**config.mk**
```make
export PLATFORM = sky130hd
export DESIGN_NAME = tdc_meas
export DESIGN_NICKNAME = d
export VERILOG_FILES = /design/src/rtl/tdc_pkg.sv /design/src/rtl/tdc_edge_det.sv /design/src/rtl/tdc_sat_dec.sv /design/src/rtl/tdc_skip_ctr.sv /design/src/rtl/tdc_meas.sv
export SDC_FILE = /design/constraint.sdc
export NUM_CORES = 1
export LEC_CHECK = 0
export BUFFER_PORTS_ARGS = -buffer_cell sky130_fd_sc_hd__buf_2
export CAP_MARGIN = 20
export CELL_PAD_IN_SITES_DETAIL_PLACEMENT = 1
export CELL_PAD_IN_SITES_GLOBAL_PLACEMENT = 2
export CORE_MARGIN = 5
export CORE_UTILIZATION = 30
export CTS_CLUSTER_DIAMETER = 40
export DETAILED_ROUTE_END_ITERATION = 10
export GPL_ROUTABILITY_DRIVEN = 0
export PLACE_DENSITY_LB_ADDON = 0.1
export SLEW_MARGIN = 20
export SYNTH_ARGS = -nofsm -noshare
export SYNTH_HDL_FRONTEND = slang
export SYNTH_SLANG_ARGS = --single-unit
```
**constraint.sdc**
```tcl
create_clock -name clk -period 1.7 [get_ports clk]
set_clock_uncertainty 0.2 [all_clocks]
set_input_delay 0.51 -clock clk [delete_from_list [all_inputs] [get_ports clk]]
set_output_delay 0.51 -clock clk [all_outputs]
set_load 0.01 [all_outputs]
```
**src/rtl/tdc_pkg.sv**
```systemverilog
package tdc_pkg;
  typedef enum logic [5:0] {
    ST_IDLE  = 6'h06,
    ST_WAIT  = 6'h0A,
    ST_COUNT = 6'h0F
  } tdc_state_e;

  typedef enum logic [1:0] {
    CMD_ABORT    = 2'd0,
    CMD_RUN      = 2'd1,
    CMD_RUN_SYNC = 2'd2,
    CMD_CLEAR    = 2'd3
  } tdc_cmd_e;

  localparam int unsigned RESULT_RESET    = 2;
  localparam int unsigned EDGES_PER_CYCLE = 2;
endpackage

```
**src/rtl/tdc_edge_det.sv**
```systemverilog
module tdc_edge_det (
  input  logic clk,
  input  logic rst_n,
  input  logic evt,
  input  logic pol,
  output logic active,
  output logic edge_o
);
  logic prev_q;

  always_ff @(posedge clk or negedge rst_n) begin
    if (!rst_n) prev_q <= 1'b0;
    else        prev_q <= evt;
  end

  // active level after polarity; an edge is entry into the active level
  assign active = evt ^ pol;
  assign edge_o = active & ~(prev_q ^ pol);
endmodule

```
**src/rtl/tdc_sat_dec.sv**
```systemverilog
module tdc_sat_dec #(
  parameter int CNT_W = 25,
  parameter int LIM_W = 4
) (
  input  logic [LIM_W-1:0] limit,
  input  logic [CNT_W-1:0] count,
  output logic             hit
);
  localparam int LIM_TOP    = (1 << LIM_W) - 1;
  localparam int SHIFT_BASE = CNT_W - 1 - LIM_TOP;

  logic [CNT_W-1:0] thr;

  assign thr = CNT_W'(1) << (SHIFT_BASE + int'(limit));
  assign hit = (count >= thr);
endmodule

```
**src/rtl/tdc_skip_ctr.sv**
```systemverilog
module tdc_skip_ctr #(
  parameter int SKIP_W = 16
) (
  input  logic              clk,
  input  logic              rst_n,
  input  logic              load_en,
  input  logic [SKIP_W-1:0] load_val,
  input  logic              coinc,
  input  logic              dec_en,
  input  logic              wr_en,
  input  logic [SKIP_W-1:0] wr_data,
  output logic [SKIP_W-1:0] live,
  output logic              zero
);
  logic [SKIP_W-1:0] live_d;
  logic              live_en;

  assign zero = (live == '0);

  always_comb begin
    live_d  = live;
    live_en = 1'b0;
    if (load_en) begin
      live_en = 1'b1;
      live_d  = (coinc && load_val != '0) ? load_val - SKIP_W'(1) : load_val;
    end else if (wr_en && !zero) begin
      live_en = 1'b1;
      live_d  = wr_data;
    end else if (dec_en && !zero) begin
      live_en = 1'b1;
      live_d  = live - SKIP_W'(1);
    end
  end

  always_ff @(posedge clk or negedge rst_n) begin
    if (!rst_n)       live <= '0;
    else if (live_en) live <= live_d;
  end
endmodule

```
**src/rtl/tdc_meas.sv**
```systemverilog
module tdc_meas
  import tdc_pkg::*;
#(
  parameter int CNT_W  = 25,
  parameter int LIM_W  = 4,
  parameter int SKIP_W = 16
) (
  input  logic              clk,
  input  logic              rst_n,
  input  logic              cmd_wr,
  input  logic [1:0]        cmd,
  input  logic              start_evt,
  input  logic              start_pol,
  input  logic              stop_evt,
  input  logic              stop_pol,
  input  logic [LIM_W-1:0]  sat_limit,
  input  logic              skip_en,
  input  logic [SKIP_W-1:0] skip_load,
  input  logic              skip_wr,
  input  logic [SKIP_W-1:0] skip_wdata,
  output logic [SKIP_W-1:0] skip_live,
  output logic [CNT_W-1:0]  result,
  output logic              done,
  output logic              sat,
  output logic [5:0]        state
);
  localparam int NUM_EVT = 2;
  localparam logic [CNT_W-1:0] CNT_RST  = CNT_W'(RESULT_RESET);
  localparam logic [CNT_W-1:0] CNT_STEP = CNT_W'(EDGES_PER_CYCLE);

  // reset: asynchronous assert, synchronous release
  logic [1:0] rst_pipe;
  logic       rst_sync_n;
  always_ff @(posedge clk or negedge rst_n) begin
    if (!rst_n) rst_pipe <= 2'b00;
    else        rst_pipe <= {rst_pipe[0], 1'b1};
  end
  assign rst_sync_n = rst_pipe[1];

  // event channels: index 0 start, index 1 stop
  logic [NUM_EVT-1:0] evt_vec, pol_vec, act_vec, edge_vec;
  assign evt_vec = {stop_evt, start_evt};
  assign pol_vec = {stop_pol, start_pol};

  for (genvar g = 0; g < NUM_EVT; g++) begin : g_evt
    tdc_edge_det u_edge (
      .clk   (clk),
      .rst_n (rst_sync_n),
      .evt   (evt_vec[g]),
      .pol   (pol_vec[g]),
      .active(act_vec[g]),
      .edge_o(edge_vec[g])
    );
  end

  tdc_cmd_e   cmd_e;
  tdc_state_e state_q, state_d;
  logic [CNT_W-1:0] cnt_q, cnt_d;
  logic done_q, done_d, sat_q, sat_d, hit_q, hit_d;
  logic sync_q, skip_en_q;
  logic [LIM_W-1:0] limit_q;
  logic arm, accept, sat_hit, skip_zero, skip_load_en, skip_dec;

  assign cmd_e = tdc_cmd_e'(cmd);
  assign arm   = cmd_wr && (cmd_e == CMD_RUN || cmd_e == CMD_RUN_SYNC);

  tdc_sat_dec #(.CNT_W(CNT_W), .LIM_W(LIM_W)) u_sat (
    .limit(limit_q),
    .count(cnt_q),
    .hit  (sat_hit)
  );

  assign skip_load_en = accept && skip_en_q;
  assign skip_dec     = !cmd_wr && (state_q == ST_COUNT) && !hit_q &&
                        edge_vec[1] && skip_en_q;

  tdc_skip_ctr #(.SKIP_W(SKIP_W)) u_skip (
    .clk     (clk),
    .rst_n   (rst_sync_n),
    .load_en (skip_load_en),
    .load_val(skip_load),
    .coinc   (edge_vec[1]),
    .dec_en  (skip_dec),
    .wr_en   (skip_wr),
    .wr_data (skip_wdata),
    .live    (skip_live),
    .zero    (skip_zero)
  );

  // next-state and datapath
  always_comb begin
    state_d = state_q;
    cnt_d   = cnt_q;
    done_d  = done_q;
    sat_d   = sat_q;
    hit_d   = hit_q;
    accept  = 1'b0;
    if (cmd_wr) begin
      unique case (cmd_e)
        CMD_ABORT: state_d = ST_IDLE;
        CMD_RUN, CMD_RUN_SYNC: begin
          state_d = ST_WAIT;
          done_d  = 1'b0;
          sat_d   = 1'b0;
          hit_d   = 1'b0;
        end
        CMD_CLEAR: begin
          done_d = 1'b0;
          sat_d  = 1'b0;
          cnt_d  = CNT_RST;
        end
        default: ;
      endcase
    end else begin
      unique case (state_q)
        ST_WAIT: begin
          if (sync_q ? edge_vec[0] : act_vec[0]) begin
            accept  = 1'b1;
            state_d = ST_COUNT;
            cnt_d   = '0;
          end
        end
        ST_COUNT: begin
          cnt_d = cnt_q + CNT_STEP;
          hit_d = sat_hit;
          if (hit_q) begin
            state_d = ST_IDLE;
            done_d  = 1'b1;
            sat_d   = 1'b1;
          end else if (edge_vec[1] && !(skip_en_q && !skip_zero) &&
                       !(skip_wr && !skip_zero)) begin
            state_d = ST_IDLE;
            done_d  = 1'b1;
          end
        end
        default: ;
      endcase
    end
  end

  // registers
  always_ff @(posedge clk or negedge rst_sync_n) begin
    if (!rst_sync_n) begin
      state_q <= ST_IDLE;
      cnt_q   <= CNT_RST;
      done_q  <= 1'b0;
      sat_q   <= 1'b0;
      hit_q   <= 1'b0;
    end else begin
      state_q <= state_d;
      cnt_q   <= cnt_d;
      done_q  <= done_d;
      sat_q   <= sat_d;
      hit_q   <= hit_d;
    end
  end

  // configuration captured at the run command
  always_ff @(posedge clk or negedge rst_sync_n) begin
    if (!rst_sync_n) begin
      sync_q    <= 1'b0;
      skip_en_q <= 1'b0;
      limit_q   <= '1;
    end else if (arm) begin
      sync_q    <= (cmd_e == CMD_RUN_SYNC);
      skip_en_q <= skip_en;
      limit_q   <= sat_limit;
    end
  end

  assign result = cnt_q;
  assign done   = done_q;
  assign sat    = sat_q;
  assign state  = state_q;
endmodule

```
; Yosys cells after proc, flatten, opt, wreduce, memory -nomap -nowiden
; Index checks and enable logic that the tools add are counted.
[word_totals]
out_inout_bits = 49
wordCells = 103
register_bits = 60
in_bits = 47
[op_classes]
reduce_logical = 34
n_lt_le_gt_ge = 1
n_mux = 32
n_eq_ne = 11
n_shift = 1
bitwise = 8
add_sub_neg = 4
[ops]
columns = op, n
row1 = $mux 25, 3
row2 = $mux 16, 4
row3 = $pmux 25 s2, 1
row4 = $shl 1x32->25 const A, 1
row5 = $sub 16x1->16 const B, 2
row6 = $add 25x2->25 const B, 1
row7 = $ge 25x25->1, 1
row8 = $mux 6, 4
row9 = $pmux 6 s2, 2
row10 = $mux 1, 18
row11 = $logic_not 16->1, 1
row12 = $reduce_bool 16->1, 1
row13 = $eq 6x4->1 const B, 2
row14 = $logic_and 1x1->1, 12
row15 = $reduce_and 3->1, 3
row16 = $reduce_bool 3->1, 3
row17 = $add 4x4->5 const A, 1
row18 = $logic_not 1->1, 5
row19 = $eq 2x2->1 const B, 2
row20 = $ne 2x1->1 const B, 2
row21 = $ne 4x3->1 const B, 1
row22 = $reduce_and 2->1, 2
row23 = $reduce_and 4->1, 1
row24 = $reduce_bool 2->1, 2
row25 = other kinds (11), 16

; Depth between registers and ports, before layout
[logic_depth]
depth_word = 10
ltp_mapped = 8
depth_no_buf = 8

; Modules after synthesis
; Synthesis repeated with hierarchy kept, for this count alone.
[hier_totals]
hier_cells = 528
hier_area_um2 = 4574.4
[modules_own_cells]
columns = mod, seq_area_each_um2, area_each_um2, n_inst, cells_per_inst
row1 = tdc_meas, 958.4, 2153.3, 1, 225
row2 = tdc_skip_ctr, 400.4, 1670.4, 1, 206
row3 = tdc_sat_dec, 0.0, 638.1, 1, 87
row4 = tdc_edge_det, 25.0, 56.3, 2, 5

; Least setup slack after synthesis
; No wires, ideal clock.
[synth_path]
path_type = input to register
from = input skip_load[1]
to = register u_skip.live[11]
path_slack_ns = -0.813
arrival_ns = 2.187
n_path_buf = 0
path_stages = 7
path_cell_list = inv_1 ha_1 or3b_2 nor3_1 nor4b_2 mux2i_1 a221o_1
[synth_between]
elab_chain_cells = 4
[synth_lines]
columns = item, line
row1 = "start, declared", tdc_meas.sv:18  ; input logic [SKIP_W-1:0] skip_load,
row2 = branches (longest 2 deep; another with $sub 16x1->16), n/a
row3 = $mux 16 *, tdc_skip_ctr.sv:25  ; live_d = (coinc && load_val != '0) ? load_val - SKIP_W'(1) : load_val;
row4 = $mux 16 *, tdc_skip_ctr.sv:23  ; if (load_en) begin
row5 = "end signal, assigned", tdc_skip_ctr.sv:37  ; else if (live_en) live <= live_d;
row6 = "end, declared", tdc_skip_ctr.sv:12  ; output logic [SKIP_W-1:0] live,
; Mark *: on every way between the ends.
; A chain may end at the register's enable or synchronous reset.

; Worst setup path after layout
[layout_path]
from = register limit_q[1]
to = register hit_q
[layout_between]
elab_chain_cells = 5
[layout_lines]
columns = item, line
row1 = "start, declared", tdc_meas.sv:61  ; logic [LIM_W-1:0] limit_q;
row2 = "start signal, assigned", tdc_meas.sv:167  ; limit_q <= sat_limit;
row3 = $add 4x4->5, tdc_sat_dec.sv:14  ; assign thr = CNT_W'(1) << (SHIFT_BASE + int'(limit));
row4 = $shl 1x32->25, tdc_sat_dec.sv:14
row5 = $ge 25x25->1, tdc_sat_dec.sv:15  ; assign hit = (count >= thr);
row6 = $mux 1, tdc_meas.sv:115  ; unique case (state_q)
row7 = $mux 1, tdc_meas.sv:98  ; if (cmd_wr) begin
row8 = "end signal, assigned", tdc_meas.sv:154  ; hit_q <= hit_d;
row9 = "end, declared", tdc_meas.sv:59  ; logic done_q, done_d, sat_q, sat_d, hit_q, hit_d;
; No other way between the ends. The select of a mux whose other input is x is not followed.

==> flow_metrics.env <==
export IMPL_status="complete, but fails checks"
export IMPL_violations="negative setup slack"
export IMPL_layout_area_overhead_vs_synth_pct=98.6
export IMPL_cpMaxStageDelayCell="dfstp_2"
export IMPL_dp_hpwl_um=15200
export IMPL_grt_pass1_vias=6114
export IMPL_rsz0062_at_grt="yes"
export IMPL_grt_pass1_wl_um=33600
export IMPL_hold_ws_ns=0.0608
export IMPL_synth_edf_count=0
export IMPL_critPathKind="register to register"
export IMPL_start_util=0.308
export IMPL_async_flop_share=1.00
export IMPL_dieArea_sq_mm=0.0175
export IMPL_ys_ff_latch=56
export IMPL_drt_iter0_markers=235
export IMPL_num_rows=44
export IMPL_cts_made_buffers=5
export IMPL_cts_tree="built"
export IMPL_seqPwrFrac=0.286
export IMPL_clkPwrFrac=0.183
export IMPL_boundaryPins=96
export IMPL_netSwitchingFraction=0.378
export IMPL_synthFlopType="dfrtp_1"
export IMPL_layout_nets=925
export IMPL_finalSetupViolCount=70
export IMPL_start_kind="register"
export IMPL_hold_viol=0
export IMPL_finalCriticalPeriod_ns=2.37
export IMPL_portBuffers=91
export IMPL_slew_viol_final=0
export IMPL_leakagePower_nw=3.86
export IMPL_cts_root_buf="clkbuf_16"
export IMPL_internal_power_mw=3.74
export IMPL_setup_slack_ns=-0.675
export IMPL_yosys_warnings=0
export IMPL_worstSkewPairLatency_ns=0.32
export IMPL_vias=5635
export IMPL_place_inst=939
export IMPL_synth_cell_area_sq_mm=0.00449
export IMPL_powerDensity_mw_per_mm2=674
export IMPL_drive_gt1_frac=0.648
export IMPL_drt_pass1_iterations=6
export IMPL_track_usage=0.236
export IMPL_clock_sinks=56
export IMPL_core_area_sq_mm=0.0146
export IMPL_p_sw_mw=2.28
export IMPL_hp_class="register to async pin"
export IMPL_clockBufferDepth=2
export IMPL_htreeDepth=2
export IMPL_endpoint_kind="register"
export IMPL_multi_input_area_sq_mm=0.00398
export IMPL_antenna_found_initial=0
export IMPL_clkTransAtPathRegs_ns=0.08
export IMPL_syn_area_per_cell_sq_um=8.93
export IMPL_dieWidth_um=132
export IMPL_routedWlPerCell_um=21.7
export IMPL_yosys_cell_types_count=77
export IMPL_period_share=1.40
export IMPL_nFillCells=1581
export IMPL_insertedDiodeCount=0
export IMPL_critical_path_top_delay_family="compound AO/OA/AOI/OAI gates"
export IMPL_max_stage_delay_ns=0.57
export IMPL_worst_path_max_fanout=4
export IMPL_crit_arrival_ns=2.38
export IMPL_die_h_um=132
export IMPL_seq_area_frac_synth=0.314
export IMPL_grt_start_max_net_pins=55
export IMPL_pre_cts_slack_ns=-0.976
export IMPL_ir_drop_v=0.000462
export IMPL_grt_overflow=0
export IMPL_fmax_mhz=421
export IMPL_maxCapViolCount=0
export IMPL_syn_instance_count=503
export IMPL_crit_required_ns=1.71
export IMPL_stdcell_count=1030
export IMPL_avgViaCountPerCell=5.47
export IMPL_path_cells="nor2b_4 > buf_4 > nand2_1 > ha_4 > and4_1 > a221o_1 > o31ai_2 > a21oi_1"
export IMPL_drc=0
export IMPL_combPwrFrac=0.532
export IMPL_wl_um=22400
export IMPL_ff_latch_area_sq_mm=0.00143
export IMPL_ant_nets=0
export IMPL_crit_buf_inv=1
[Yosys cell counts (all sizes together) (6+ instances only)]
master   count  area, sq um
a2111oi      6         66.3
a211oi       9         67.6
a21o         8         60.1
a21oi       30          150
and4         6         52.6
buf         10         73.8
clkbuf      15         66.3
dfrtp       50         1250
dfstp        6          158
ha          33          413
inv         16         60.1
mux2         7         78.8
nand2       38          143
nand2b       6         37.5
nand3       17         90.1
nand4       14         87.6
nor2        24         90.1
nor2b        9         56.3
nor3        16         80.1
nor4        14          109
o211ai       7         57.6
o21ai       28          140
o31ai       16          120
or3          7         51.3
or4         15          124
xnor2       15          131
xor2         6         52.6
[through the flow]
step,setup TNS [ns],power [mW],area (sq um),util
2_1_floorplan,-18.59,2.78,4830,-
3_3_place_gp,-29.58,3.83,6670,0.457
3_5_place_dp,-31.36,3.92,6670,0.457
4_1_cts,-17.31,5.69,8200,0.562
5_1_grt,-21.07,6.27,8920,0.611
6_report,-18.15,6.02,8920,0.611
[per-layer routing]
| layer | part of all wire | track usage |
|---|---|---|
| met3 | 0.042 | 0.0351 |
| met1 | 0.45 | 0.325 |
| met4 | 0.011 | 0.0594 |
| met5 | 0 | 0 |
| met2 | 0.50 | 0.387 |
[sequential cells by signal (all words and copies together) (netlist names)]
signal / flops
done: 1
g_evt.u_edge.prev_q: 2
hit_q: 1
limit_q: 4
result: 24
rst_pipe: 2
sat: 1
skip_en_q: 1
state: 3
sync_q: 1
u_skip.live: 16
[layout make-up]
type	instances	share of cell area
flip-flops and latches	56	0.160
clock buffers	7	0.0149
repair buffers	349	0.345
inverters	16	0.00757
clock inverters	1	0.000561
multi-input cells	417	0.446
well taps	184	0.0258
[cell families (layout without fill, tap and decap cells)]
kind of cell,count (synthesis),after routing,synth area share
other,2,13,0.00167
buffers and inverters,41,373,0.0446
and+or+nand+nor,188,188,0.243
DFF,56,56,0.314
AOI/OAI and AO/OA,150,150,0.236
xor gates and xnor gates,21,21,0.0409
adders and majority gates,33,33,0.0919
muxes,12,12,0.0287
[worst reg2reg max path, cell delays in order, from the launching register on]
cell and delay [ns]:
dfstp_2 0.57, nor2b_4 0.21, buf_4 0.13, nand2_1 0.07, ha_4 0.22, and4_1 0.16, a221o_1 0.36, o31ai_2 0.25
a21oi_1 0.09
[worst paths after layout]
path | slack [ns] | to | start | depth (start not counted)
worst max-delay path | -0.67 | hit_q | limit_q[1] | 8
worst min-delay path | 0.06 | sat | rst_pipe[1] | 1
worst max register to register | -0.67 | hit_q | limit_q[1] | 8
worst min register to register | 0.06 | sat | rst_pipe[1] | 1
max in group asynchronous | 0.89 | limit_q[2] | rst_pipe[1] | 1
min in group clk | 0.14 | g_evt[0].u_edge.prev_q | start_evt | 1
[cells in the final DEF (no fill, tap or decap), types with 9 or more instances in the layout]
master	netlist	routed
nor4_4	1	11
nand4_1	14	14
buf_6	2	128
nand3_1	16	13
inv_1	16	11
conb_1	2	13
buf_4	5	166
dfrtp_2	0	14
nor3_1	16	9
nand2_1	38	28
ha_1	33	24
or4_4	3	13
xnor2_1	15	12
ha_4	0	9
a21oi_2	0	12
o21ai_2	0	10
buf_2	2	45
a21oi_1	30	12
dfrtp_1	50	36
o31ai_1	16	9
nor2_1	24	20
o21ai_1	2	11
[power groups by stage]
stage	registers, mW	logic (mW)	clock network (mW)
floorplan	1.85	0.924	0
global placement	1.69	2.14	0
detailed placement	1.70	2.22	0
CTS	1.70	2.87	1.12
global route	1.74	3.40	1.14
finish	1.72	3.20	1.10
[what timing repair did]
action	in CTS	in global routing
hold endpoints to repair	2	0
setup endpoints to repair	85	85
gates resized for setup	213	111
pin swaps	86	59
buffers inserted	60	43
hold buffers	1	0
(Power assumes the default switching activity.)
